## src/rtl/i2c_ack_pkg.sv

```systemverilog
// Package: constants shared by the acknowledge controller and its bench.
// Assumes a byte of DATA_BITS data clocks followed by one acknowledge clock.
package i2c_ack_pkg;
    localparam int DATA_BITS = 8;
    localparam int IDX_W     = 4;
    localparam int CNT_W     = 8;
    localparam logic [IDX_W-1:0] LAST_DATA_IDX = IDX_W'(DATA_BITS - 1);
    localparam logic [IDX_W-1:0] ACK_IDX       = IDX_W'(DATA_BITS);
    // Acknowledge level encoding on the wire.
    typedef enum logic { ACK_LVL = 1'b0, NACK_LVL = 1'b1 } ack_lvl_e;
endpackage

```

## src/rtl/ack_slot.sv

```systemverilog
// Module: ack_slot
// Tracks the acknowledge window, registers the outgoing acknowledge level
// and drives it in receive direction, and latches the incoming acknowledge
// in transmit direction. Assumes strobes last one clk cycle and bit_idx is
// stable around each strobe.
module ack_slot
    import i2c_ack_pkg::*;
(
    input  logic             clk,
    input  logic             rst_n,
    input  logic             scl_rise,
    input  logic             scl_fall,
    input  logic [IDX_W-1:0] bit_idx,
    input  logic             dir_tx,
    input  logic             sda_in,
    input  ack_lvl_e         lvl_sel,
    output logic             ack_time,
    output logic             sda_low,
    output logic             ack_stat,
    output logic             slot_end
);
    logic     data_end;
    logic     ack_rise;
    logic     drive_on;
    ack_lvl_e held_lvl;

    assign data_end = scl_fall && (bit_idx == LAST_DATA_IDX);
    assign ack_rise = scl_rise && (bit_idx == ACK_IDX);
    assign slot_end = scl_fall && (bit_idx == ACK_IDX);

    // Acknowledge-window flag: set on last data falling edge, cleared on ack rising edge.
    always_ff @(posedge clk) begin
        if (!rst_n)        ack_time <= 1'b0;
        else if (data_end) ack_time <= 1'b1;
        else if (ack_rise) ack_time <= 1'b0;
    end

    // Drive window and held level: open at last data fall (receive only), close at ack fall.
    always_ff @(posedge clk) begin
        if (!rst_n) begin
            drive_on <= 1'b0;
            held_lvl <= NACK_LVL;
        end else if (data_end && !dir_tx) begin
            drive_on <= 1'b1;
            held_lvl <= lvl_sel;
        end else if (slot_end) begin
            drive_on <= 1'b0;
        end
    end

    // Received acknowledge status: sample SDA on the ack rising edge when transmitting.
    always_ff @(posedge clk) begin
        if (!rst_n)                  ack_stat <= 1'b0;
        else if (ack_rise && dir_tx) ack_stat <= sda_in;
    end

    assign sda_low = drive_on && (held_lvl == ACK_LVL);

    p_ack_time_set_r6: assert property (@(posedge clk) disable iff (!rst_n)
        data_end |=> ack_time);
    p_ack_time_clr_r6: assert property (@(posedge clk) disable iff (!rst_n)
        (ack_rise && !data_end) |=> !ack_time);
    p_level_frozen_r4: assert property (@(posedge clk) disable iff (!rst_n)
        (drive_on && !slot_end && !data_end) |=> $stable(sda_low));
    p_stat_sample_r5: assert property (@(posedge clk) disable iff (!rst_n)
        (ack_rise && dir_tx) |=> (ack_stat == $past(sda_in)));
    p_stat_keep_r5: assert property (@(posedge clk) disable iff (!rst_n)
        !(ack_rise && dir_tx) |=> $stable(ack_stat));
endmodule

```

## src/rtl/byte_countdown.sv

```systemverilog
// Module: byte_countdown
// Remaining-byte counter: loadable, decrements once per data byte at the
// end of its acknowledge clock, saturates at zero. Address bytes do not count.
module byte_countdown
    import i2c_ack_pkg::*;
#(
    parameter int W = CNT_W
) (
    input  logic         clk,
    input  logic         rst_n,
    input  logic         load,
    input  logic [W-1:0] load_val,
    input  logic         slot_end,
    input  logic         addr_byte,
    output logic [W-1:0] count,
    output logic         is_zero
);
    assign is_zero = (count == '0);

    // Count register: load wins over decrement; zero holds.
    always_ff @(posedge clk) begin
        if (!rst_n)                                  count <= '0;
        else if (load)                               count <= load_val;
        else if (slot_end && !addr_byte && !is_zero) count <= count - 1'b1;
    end

    p_no_wrap_r7: assert property (@(posedge clk) disable iff (!rst_n)
        (is_zero && !load) |=> (count == '0));
    p_addr_keep_r7: assert property (@(posedge clk) disable iff (!rst_n)
        (!load && addr_byte) |=> $stable(count));
endmodule

```

## src/rtl/sticky_flag.sv

```systemverilog
// Module: sticky_flag
// One status bit that hardware sets and a separate event clears.
// Set takes priority over clear in the same cycle.
module sticky_flag (
    input  logic clk,
    input  logic rst_n,
    input  logic set,
    input  logic clr,
    output logic flag
);
    // Flag register: set-dominant sticky bit.
    always_ff @(posedge clk) begin
        if (!rst_n)   flag <= 1'b0;
        else if (set) flag <= 1'b1;
        else if (clr) flag <= 1'b0;
    end

    p_sticky_hold_r9_r10: assert property (@(posedge clk) disable iff (!rst_n)
        (flag && !clr) |=> flag);
    p_no_spurious_r8_r9_r10: assert property (@(posedge clk) disable iff (!rst_n)
        (!flag && !set) |=> !flag);
endmodule

```

## src/rtl/i2c_ack_status.sv

```systemverilog
// Module: i2c_ack_status (top)
// Acknowledge and status controller for an I2C byte engine. Chooses the
// acknowledge value from the byte count and address match, runs the
// acknowledge slot, the remaining-byte counter, the host Stop bit and the
// client error flags. Assumes a separate shifter provides SCL strobes.
module i2c_ack_status
    import i2c_ack_pkg::*;
(
    input  logic             clk,
    input  logic             rst_n,
    input  logic             scl_rise,
    input  logic             scl_fall,
    input  logic [IDX_W-1:0] bit_idx,
    input  logic             dir_tx,
    input  logic             sda_in,
    input  logic             addr_hit,
    input  logic             ack_data,
    input  logic             ack_eoc,
    input  logic             cnt_load,
    input  logic [CNT_W-1:0] cnt_val,
    input  logic             host_mode,
    input  logic             stop_req,
    input  logic             stop_done,
    input  logic             rx_done,
    input  logic             rx_full,
    input  logic             tx_start,
    input  logic             tx_empty,
    input  logic             rx_ovf_clr,
    input  logic             tx_unf_clr,
    output logic             sda_low,
    output logic             ack_time,
    output logic             ack_stat,
    output logic [CNT_W-1:0] byte_cnt,
    output logic             stop_pend,
    output logic             rx_ovf,
    output logic             tx_unf
);
    localparam int NFLAG = 2;

    logic       cnt_zero;
    logic       slot_end;
    ack_lvl_e   lvl_sel;
    logic [NFLAG-1:0] f_set;
    logic [NFLAG-1:0] f_clr;
    logic [NFLAG-1:0] f_out;

    // Acknowledge value select: end-of-count value only at zero on a data byte.
    always_comb begin
        if (cnt_zero && !addr_hit) lvl_sel = ack_eoc  ? NACK_LVL : ACK_LVL;
        else                       lvl_sel = ack_data ? NACK_LVL : ACK_LVL;
    end

    ack_slot u_slot (
        .clk      (clk),
        .rst_n    (rst_n),
        .scl_rise (scl_rise),
        .scl_fall (scl_fall),
        .bit_idx  (bit_idx),
        .dir_tx   (dir_tx),
        .sda_in   (sda_in),
        .lvl_sel  (lvl_sel),
        .ack_time (ack_time),
        .sda_low  (sda_low),
        .ack_stat (ack_stat),
        .slot_end (slot_end)
    );

    byte_countdown #(.W(CNT_W)) u_cnt (
        .clk       (clk),
        .rst_n     (rst_n),
        .load      (cnt_load),
        .load_val  (cnt_val),
        .slot_end  (slot_end),
        .addr_byte (addr_hit),
        .count     (byte_cnt),
        .is_zero   (cnt_zero)
    );

    // Flag event map: index 0 = receive overflow, 1 = transmit underflow (client only).
    assign f_set[0] = !host_mode && rx_done  && rx_full;
    assign f_clr[0] = rx_ovf_clr;
    assign f_set[1] = !host_mode && tx_start && tx_empty;
    assign f_clr[1] = tx_unf_clr;

    for (genvar g = 0; g < NFLAG; g++) begin : g_flag
        sticky_flag u_flag (
            .clk   (clk),
            .rst_n (rst_n),
            .set   (f_set[g]),
            .clr   (f_clr[g]),
            .flag  (f_out[g])
        );
    end

    assign rx_ovf = f_out[0];
    assign tx_unf = f_out[1];

    // Host Stop bit: software sets in host mode, only completion clears.
    always_ff @(posedge clk) begin
        if (!rst_n)                       stop_pend <= 1'b0;
        else if (stop_pend && stop_done)  stop_pend <= 1'b0;
        else if (stop_req && host_mode)   stop_pend <= 1'b1;
    end

    p_stop_hold_r8: assert property (@(posedge clk) disable iff (!rst_n)
        (stop_pend && !stop_done) |=> stop_pend);
    p_stop_client_r8: assert property (@(posedge clk) disable iff (!rst_n)
        (!stop_pend && !host_mode) |=> !stop_pend);
    p_tx_no_drive_r11: assert property (@(posedge clk) disable iff (!rst_n)
        (dir_tx && !sda_low && !(scl_fall && bit_idx == LAST_DATA_IDX)) |=> !sda_low);
endmodule

```

## config.mk

```make
export PLATFORM = sky130hd
export DESIGN_NAME = i2c_ack_status
export DESIGN_NICKNAME = d
export VERILOG_FILES = /design/src/rtl/i2c_ack_pkg.sv /design/src/rtl/ack_slot.sv /design/src/rtl/byte_countdown.sv /design/src/rtl/sticky_flag.sv /design/src/rtl/i2c_ack_status.sv
export SDC_FILE = /design/constraint.sdc
export NUM_CORES = 1
export LEC_CHECK = 0
export ABC_AREA = 1
export BUFFER_PORTS_ARGS = -buffer_cell sky130_fd_sc_hd__buf_2
export CAP_MARGIN = 20
export CORE_MARGIN = 3
export CORE_UTILIZATION = 45
export CTS_CLUSTER_SIZE = 25
export DETAILED_ROUTE_END_ITERATION = 12
export PLACE_DENSITY = 0.78
export SYNTH_ARGS = -nofsm -noshare
export SYNTH_HDL_FRONTEND = slang
export SYNTH_SLANG_ARGS = --single-unit
export TNS_END_PERCENT = 1
```

## constraint.sdc

```tcl
create_clock -name clk -period 1.75 [get_ports clk]
set_clock_uncertainty 0.1 [all_clocks]
set_input_delay 0.35 -clock clk [delete_from_list [all_inputs] [get_ports clk]]
set_output_delay 0.35 -clock clk [all_outputs]
set_load 0.03 [all_outputs]
```

* Word level (Yosys, flattened, before mapping)
Index checks and enable logic that the tools add are counted.
** Cells by class
- $add $sub $neg :: 1
- Eq/ne operators :: 2
- Muxes and demuxes :: 13
- Bitwise gates (word level) :: 2
- Reduce and logical (&&, ||, !) cells :: 26
** Operators with widths (count)
- $mux W8 :: 2
- $logic_and A1 B1 Y1 :: 15
- $mux W1 :: 11
- $reduce_bool A2 Y1 :: 5
- $logic_not A8 Y1 :: 1
- $sub A8 B1 Y8 const B :: 1
- $eq A4 B3 Y1 const B :: 1
- $eq A4 B4 Y1 const B :: 1
- $logic_not A1 Y1 :: 4
- $not A1 Y1 :: 2
- $reduce_or A2 Y1 :: 1
** Word-level totals
- Register bits :: 15
- Input port bits :: 31
- Output and inout bits :: 14
- Logic and storage cells :: 52

* Longest topological paths before layout
Gate-level depths: netlist of the first run.
- Depth in word-level cells :: 6
- Gate-level depth with buffers :: 10
- Gate-level depth less buffers :: 10

* By module
Synthesis of the first run repeated with hierarchy kept, for this count alone.
** Unflattened totals
- Cells, all modules :: 148
- Area, all modules :: 947.2 um^2
** By module, submodules not included
- byte_countdown :: times used 1, cells an instance 89, area each 584.3 um^2, seq. area each 160.2 um^2
- ack_slot :: times used 1, cells an instance 33, area each 203.9 um^2, seq. area each 80.1 um^2
- sticky_flag :: times used 2, cells an instance 6, area each 43.8 um^2, seq. area each 20.0 um^2
- i2c_ack_status :: times used 1, cells an instance 14, area each 71.3 um^2, seq. area each 20.0 um^2

* Worst setup path after synthesis of the first run
Ideal clock, no wire load.
- Kind :: register to register
- From :: reg u_cnt.count[0]
- To :: reg u_cnt.count[6]
- Library setup time :: 0.122 ns
- Data arrival time :: 1.390 ns
- Required time :: 1.528 ns
- Slack :: 0.138 ns
- Stages on the path, launching flop included :: 9
- Path buffers :: 0
- Period minus slack after synthesis :: 1.612 ns
- Cells stage by stage :: dfxtp_1 inv_1 ha_1 inv_1 nor2_4 nand4_4 nand3_1 nor2_1 nor3_2
** Between the ends
- Word-level cells in the longest chain between the ends :: 4
- Elaborated cells between the ends (all ways) :: 7
- Classes of those cells :: add/sub (1); mux (2); reduce/logical (4)
** RTL lines
- start: declaration :: line byte_countdown.sv:15 : output logic [W-1:0] count,
- start signal: assignment :: line byte_countdown.sv:23 : else if (load) count <= load_val;
- start signal: assignment :: line byte_countdown.sv:24 : else if (slot_end && !addr_byte && !is_zero) count <= count - 1'b1;
- branches (longest 4 deep; another with $sub A8 B1 Y8)
Several ways; the timed one is not identified. The select of a mux whose other input is x is not followed.
A chain may end at the register's enable or synchronous reset.

* Worst setup path after layout of the first run
- From :: reg u_cnt.count[0]
- To :: reg u_cnt.count[5]
The elaborated chain is that of the path after synthesis.

==> flow_summary.yaml, run 1 <==
grt:
  grtUsageTotal_pct: 18.6
  antenna_found_initial: 0
  grt-ovfl-total: 0
  grt_pass1_wl_microns: 3690
  first_global_vias: 932
  grt_start_max_net_pins: 13
placed_design:
  dp_hpwl_microns: 1840
  portBuffers: 44
  globalplace.congestion: 0.868
  place_area_sq_um: 1150
worst_setup_path:
  r2r_cells: 8
  cp.arrival_ns: 1.72
  critPathKind: "flop to flop"
  end_kind: "flop"
  crit_path_max_fanout: 5
  cp.required_ns: 1.87
  rr_startpoint: "u_cnt.count[0]"
  critPathLaunch: "u_cnt.count[0]"
  start_kind: "flop"
detailed_routing:
  dr.first_iter.drc_count: 10
  routedWlPerCell_microns: 11.0
  top_layer: "met4"
  drt-vias-per-instance: 4.93
  dr_wl_met2_microns: 1120
  wl_met1_microns: 994
  ant_nets: 0
  drc: 0
  totalWireLength_microns: 2270
  first_pass_iters: 4
  vias: 1015
  met3_length_microns: 132
synthesis:
  avgSynthCellArea_sq_um: 6.81
  yosysUniqueCellTypes: 25
  yosys_register_bits: 15
  yosysSeqAreaShare_pct: 32.7
  syn_nets: 167
  yosysTopAreaCellShare_pct: 32.7
  synthesis.area_sq_um: 920
  synth_top_area_cell: "dfxtp_1"
  yosys_warnings: 0
  synth_cells: 135
  ys_top_cells_by_area: "dfxtp_1 33%, nand2_1 13%, nor2_1 6.9%, nand3_1 6.5%, inv_1 6.5%"
power_and_ir_drop:
  p_seq_share_pct: 46.5
  clkPwrFrac_pct: 24.1
  p_switching_uw: 279
  p_int_uw: 539
  sw_frac_of_total_pct: 34.1
  p_leak_nw: 0.585
  combPwrFrac_pct: 29.4
  peakVddDrop_mv: 0.611
  powerDensity_nw_per_um2: 694
timing:
  final_hold_viol_count: 0
  relSlewSlack_pct: 84.5
  tightest_slew_ns: 0.232
  drv_slew: 0
  fmax_mhz: 625
  min_period_ns: 1.60
  setup_viol: 0
  tns_ns: 0
  grt_setup_unrepaired: "no"
  period_share_pct: 91.4
run:
  maxCapViolCount: 0
min_path:
  hold_path_class: "input pin to flop"
  hold_depth: 2
  hp-start: "stop_done"
clocking:
  cts_buffers: 3
  clk_pin_slew_ns: 0.09
  cts_hold_buffers: 0
  cts-resized-gates: 0
  cts.sinks: 15
  cts_setup_buffers: 0
  cts_root_buf: "clkbuf_4"
  insertion_delay_ns: 0.28
  clk_path_buf_depth: 2
  cts_tree: "done"
  htreeDepth: 1
floorplanning:
  fp.dieH_microns: 51.2
  num_io_pins: 45
  core_area_sq_um: 1820
  dieArea_sq_um: 2620
  start_util_pct: 50.5
  fp.dieW_microns: 51.2
  row_count: 15
cells_and_area:
  area_delta_synth_final_pct: 28.2
  diodes: 0
  final_common_cell: "buf_2"
  final_cell_mix: "44 x buf_2, 32 x nand2_1, 17 x nor2_1, 16 x inv_1, 15 x dfxtp_1"
  final_util_pct: 64.7
  drive_gt1_share_pct: 34.8
  design_area_sq_um: 1180
  fill_cells: 188
  nets: 214
outcome:
  status: "finished, final reports clean"
[sequential cells by signal, indices dropped and copies added (netlist names)]
name,flops
u_slot.ack_time,1
u_slot.drive_on,1
u_cnt.count,8
u_slot.ack_stat,1
u_slot.held_lvl,1
stop_pend,1
g_flag.u_flag.flag,2
[Yosys cell counts]
master,count
a211oi_1,1
a21oi_1,10
a21oi_2,1
a21oi_4,1
and3_1,1
buf_4,1
buf_6,1
dfxtp_1,15
ha_1,1
inv_1,16
inv_2,3
nand2_1,32
nand2_2,1
nand2_4,1
nand3_1,12
nand3_2,1
nand4_1,1
nand4_4,1
nor2_1,17
nor2_2,2
nor2_4,3
nor3_2,2
o21ai_0,6
o21ai_1,3
xnor2_1,2
[critical path, stage by stage (launching register included)]
cell and delay, ns:
dfxtp_1 0.34, inv_1 0.10, ha_1 0.17, inv_1 0.07, nor2_4 0.15, nand4_4 0.14, a21oi_4 0.24, nand2_1 0.09
a21oi_2 0.14
[cell type report]
cell class | count | area, sq um | share of cell area (%)
Multi-Input combinational cell | 99 | 529 | 44.9
Sequential cell | 15 | 300 | 25.5
Timing Repair Buffer | 44 | 220 | 18.7
Inverter | 19 | 71.3 | 6.05
Tap cell | 25 | 31.3 | 2.65
Clock buffer | 4 | 26.3 | 2.23
[cell families after synthesis]
group | after synthesis | synth area share [%]
buffers and inverters | 21 | 9.80
xor gates and xnor gates | 2 | 1.91
DFF | 15 | 32.7
AOI/OAI and AO/OA | 22 | 13.9
adders and majority gates | 1 | 1.36
and+or+nand+nor | 74 | 40.4
[through the flow]
stage | hold slack (ns) | cells | power, mW | setup WS, ns
after global placement | 0.343 | 202 | 0.622 | 0.263
after detailed placement | 0.352 | 202 | 0.630 | 0.170
after global routing | 0.132 | 206 | 0.874 | 0.0309
final | 0.141 | 206 | 0.818 | 0.150
after CTS | 0.134 | 206 | 0.827 | 0.150
after floorplan | 0.344 | 135 | 0.553 | 0.138
[power groups by stage]
stage                     combinational, mW  clock (mW)  sequential [mW]
after global placement                0.235           0            0.387
after detailed placement              0.242           0            0.388
after floorplan                       0.133           0            0.419
final                                 0.241       0.197            0.381
after global routing                  0.267       0.223            0.384
after CTS                             0.243       0.203            0.380
[routing by layer]
| metal | up-vias | GRT usage (%) |
|---|---|---|
| met5 | - | 0 |
| met4 | 0 | 8.97 |
| met3 | 4 | 2.92 |
| met2 | 27 | 34.1 |
| met1 | 460 | 20.6 |
| li1 | 524 | - |
[final timing paths]
check | end | slack, ns
setup reg to reg | u_cnt.count[5] | 0.15
hold reg to reg | u_slot.ack_stat | 0.36
setup / recovery | u_cnt.count[5] | 0.15
hold / removal | stop_pend | 0.14
Power figures use the tool's default switching activity.
==> inputs of run 2 (changes only) <==
--- a/config.mk
+++ b/config.mk
@@ -13,6 +13,7 @@
 export CTS_CLUSTER_SIZE = 25
 export DETAILED_ROUTE_END_ITERATION = 12
 export PLACE_DENSITY = 0.78
+export SETUP_SLACK_MARGIN = 0.3
 export SYNTH_ARGS = -nofsm -noshare
 export SYNTH_HDL_FRONTEND = slang
 export SYNTH_SLANG_ARGS = --single-unit
==> run 2 against run 1 <==
Cell area grew 4.2%. Via count grew 3.2%. Register-to-register slack gained 0.10 ns. Count of clock-buffer cells in the layout is the same. Combinational power grew 11%. Critical path depth is the same. Critical path type unchanged.
==> flow_summary.yaml, run 2 (synthesized netlist as in run 1, its figures left out) <==
outcome:
  status: "finished, final reports clean"
min_path:
  hold_path_class: "input pin to flop"
  hp-start: "stop_done"
  holdPathEnd: "stop_pend"
  hold_depth: 2
placed_design:
  dpl_worst_slack_ns: 0.207
  portBuffers: 44
  dp_hpwl_microns: 1850
  place_area_sq_um: 1160
  globalplace.congestion: 0.857
worst_setup_path:
  r2r_cells: 8
  rr_startpoint: "u_cnt.count[0]"
  critPathKind: "flop to flop"
  critPathLaunch: "u_cnt.count[0]"
  regToRegSetupSlack_ns: 0.25
  end_kind: "flop"
  start_kind: "flop"
  cp.required_ns: 1.87
  r2r-end: "u_cnt.count[3]"
  crit_path_max_fanout: 5
  cp.arrival_ns: 1.62
cells_and_area:
  final_common_cell: "buf_2"
  final_cell_mix: "44 x buf_2, 32 x nand2_1, 17 x nor2_1, 13 x inv_1, 13 x dfxtp_1"
  area_delta_synth_final_pct: 33.6
  largest_reg_flops: 8
  nets: 218
  largest_registers: "u_cnt.count: 8 flops, g_flag.u_flag.flag: 2 flops"
  largest-register: "u_cnt.count"
  design_area_sq_um: 1230
  diodes: 0
  fill_cells: 168
  drive_gt1_share_pct: 39.5
power_and_ir_drop:
  p_leak_nw: 0.605
  powerDensity_nw_per_um2: 688
  p_total_uw: 845
  peakVddDrop_mv: 0.427
timing:
  grt_setup_unrepaired: "yes"
  drv_slew: 0
  relSlewSlack_pct: 83.8
  setup_viol: 0
  fmax_mhz: 669
  tns_ns: 0
  worst_slack_ns: 0.254
  final_hold_viol_count: 0
  period_share_pct: 85.5
  min_period_ns: 1.50
  fin_hold_ws_ns: 0.141
  tightest_slew_ns: 0.243
clocking:
  clk_pin_slew_ns: 0.09
  cts_root_buf: "clkbuf_4"
  htreeDepth: 1
  cts.sinks: 15
  cts_buffers: 3
  insertion_delay_ns: 0.28
  cts_tree: "done"
  clk_path_buf_depth: 2
grt:
  grt-ovfl-total: 0
  antenna_found_initial: 0
  grtUsageTotal_pct: 20.0
  first_global_vias: 968
  grt_start_max_net_pins: 13
  grt_pass1_wl_microns: 3970
floorplanning:
  core_area_sq_um: 1820
  fp.dieW_microns: 51.2
  num_io_pins: 45
  start_util_pct: 50.5
  dieArea_sq_um: 2620
  fp.dieH_microns: 51.2
  row_count: 15
detailed_routing:
  routedWlPerCell_microns: 11.8
  ant_nets: 0
  vias: 1047
  totalWireLength_microns: 2470
  first_pass_iters: 4
  drt-vias-per-instance: 4.99
  dr.first_iter.drc_count: 18
  drc: 0
run:
  maxCapViolCount: 0
run 2: layout make-up:
class	instances	area (sq um)	share of cell area [%]
Tap cell	25	31.3	2.55
Inverter	19	73.8	6.01
Multi-Input combinational cell	99	542	44.1
Sequential cell	15	305	24.8
Clock buffer	4	26.3	2.14
Timing Repair Buffer	48	250	20.4
run 2: through the flow:
stage	utilization, %	cells
2_1_floorplan	-	135
3_3_place_gp	63.6	202
3_5_place_dp	63.6	202
4_1_cts	67.5	210
5_1_grt	67.5	210
6_report	67.5	210
run 2: worst max path at each step:
stage,endpoint,depth (start not counted),slack (ns)
after floorplan,u_cnt.count[5],8,0.28
after global placement,u_cnt.count[5],8,0.27
after detailed placement,u_cnt.count[5],8,0.21
after CTS,u_cnt.count[3],8,0.27
after global routing,u_cnt.count[6],9,0.17
final,u_cnt.count[3],8,0.25
run 2: report_power, final:
group | total [mW] | switching, mW | internal, mW
logic | 0.267 | 0.161 | 0.107
registers | 0.380 | 0.0210 | 0.359
clock network | 0.198 | 0.109 | 0.0886
total | 0.845 | 0.291 | 0.554
run 2: metal layers:
metal  track usage, %  up-vias  share of wire [%]
li1                 -      533                  -
met1             21.6      474                 40
met2             36.9       36                 51
met3             5.83        4                8.3
met4             6.28        0               0.81
met5                0        -                  0
run 2: timing repair:
item / in CTS / in global routing
hold endpoints to repair: 0 / 0
hold buffers: 0 / 0
buffers inserted: 4 / 0
pin swaps: 5 / 0
setup endpoints to repair: 8 / 13
gates resized for setup: 5 / 0
run 2: critical path, stage by stage, from the launching register on:
cell	delay, ns
dfxtp_4	0.36
inv_4	0.06
ha_4	0.13
inv_2	0.04
nor2_4	0.14
nand4_4	0.14
a21oi_4	0.24
nand2_1	0.08
a21oi_1	0.14
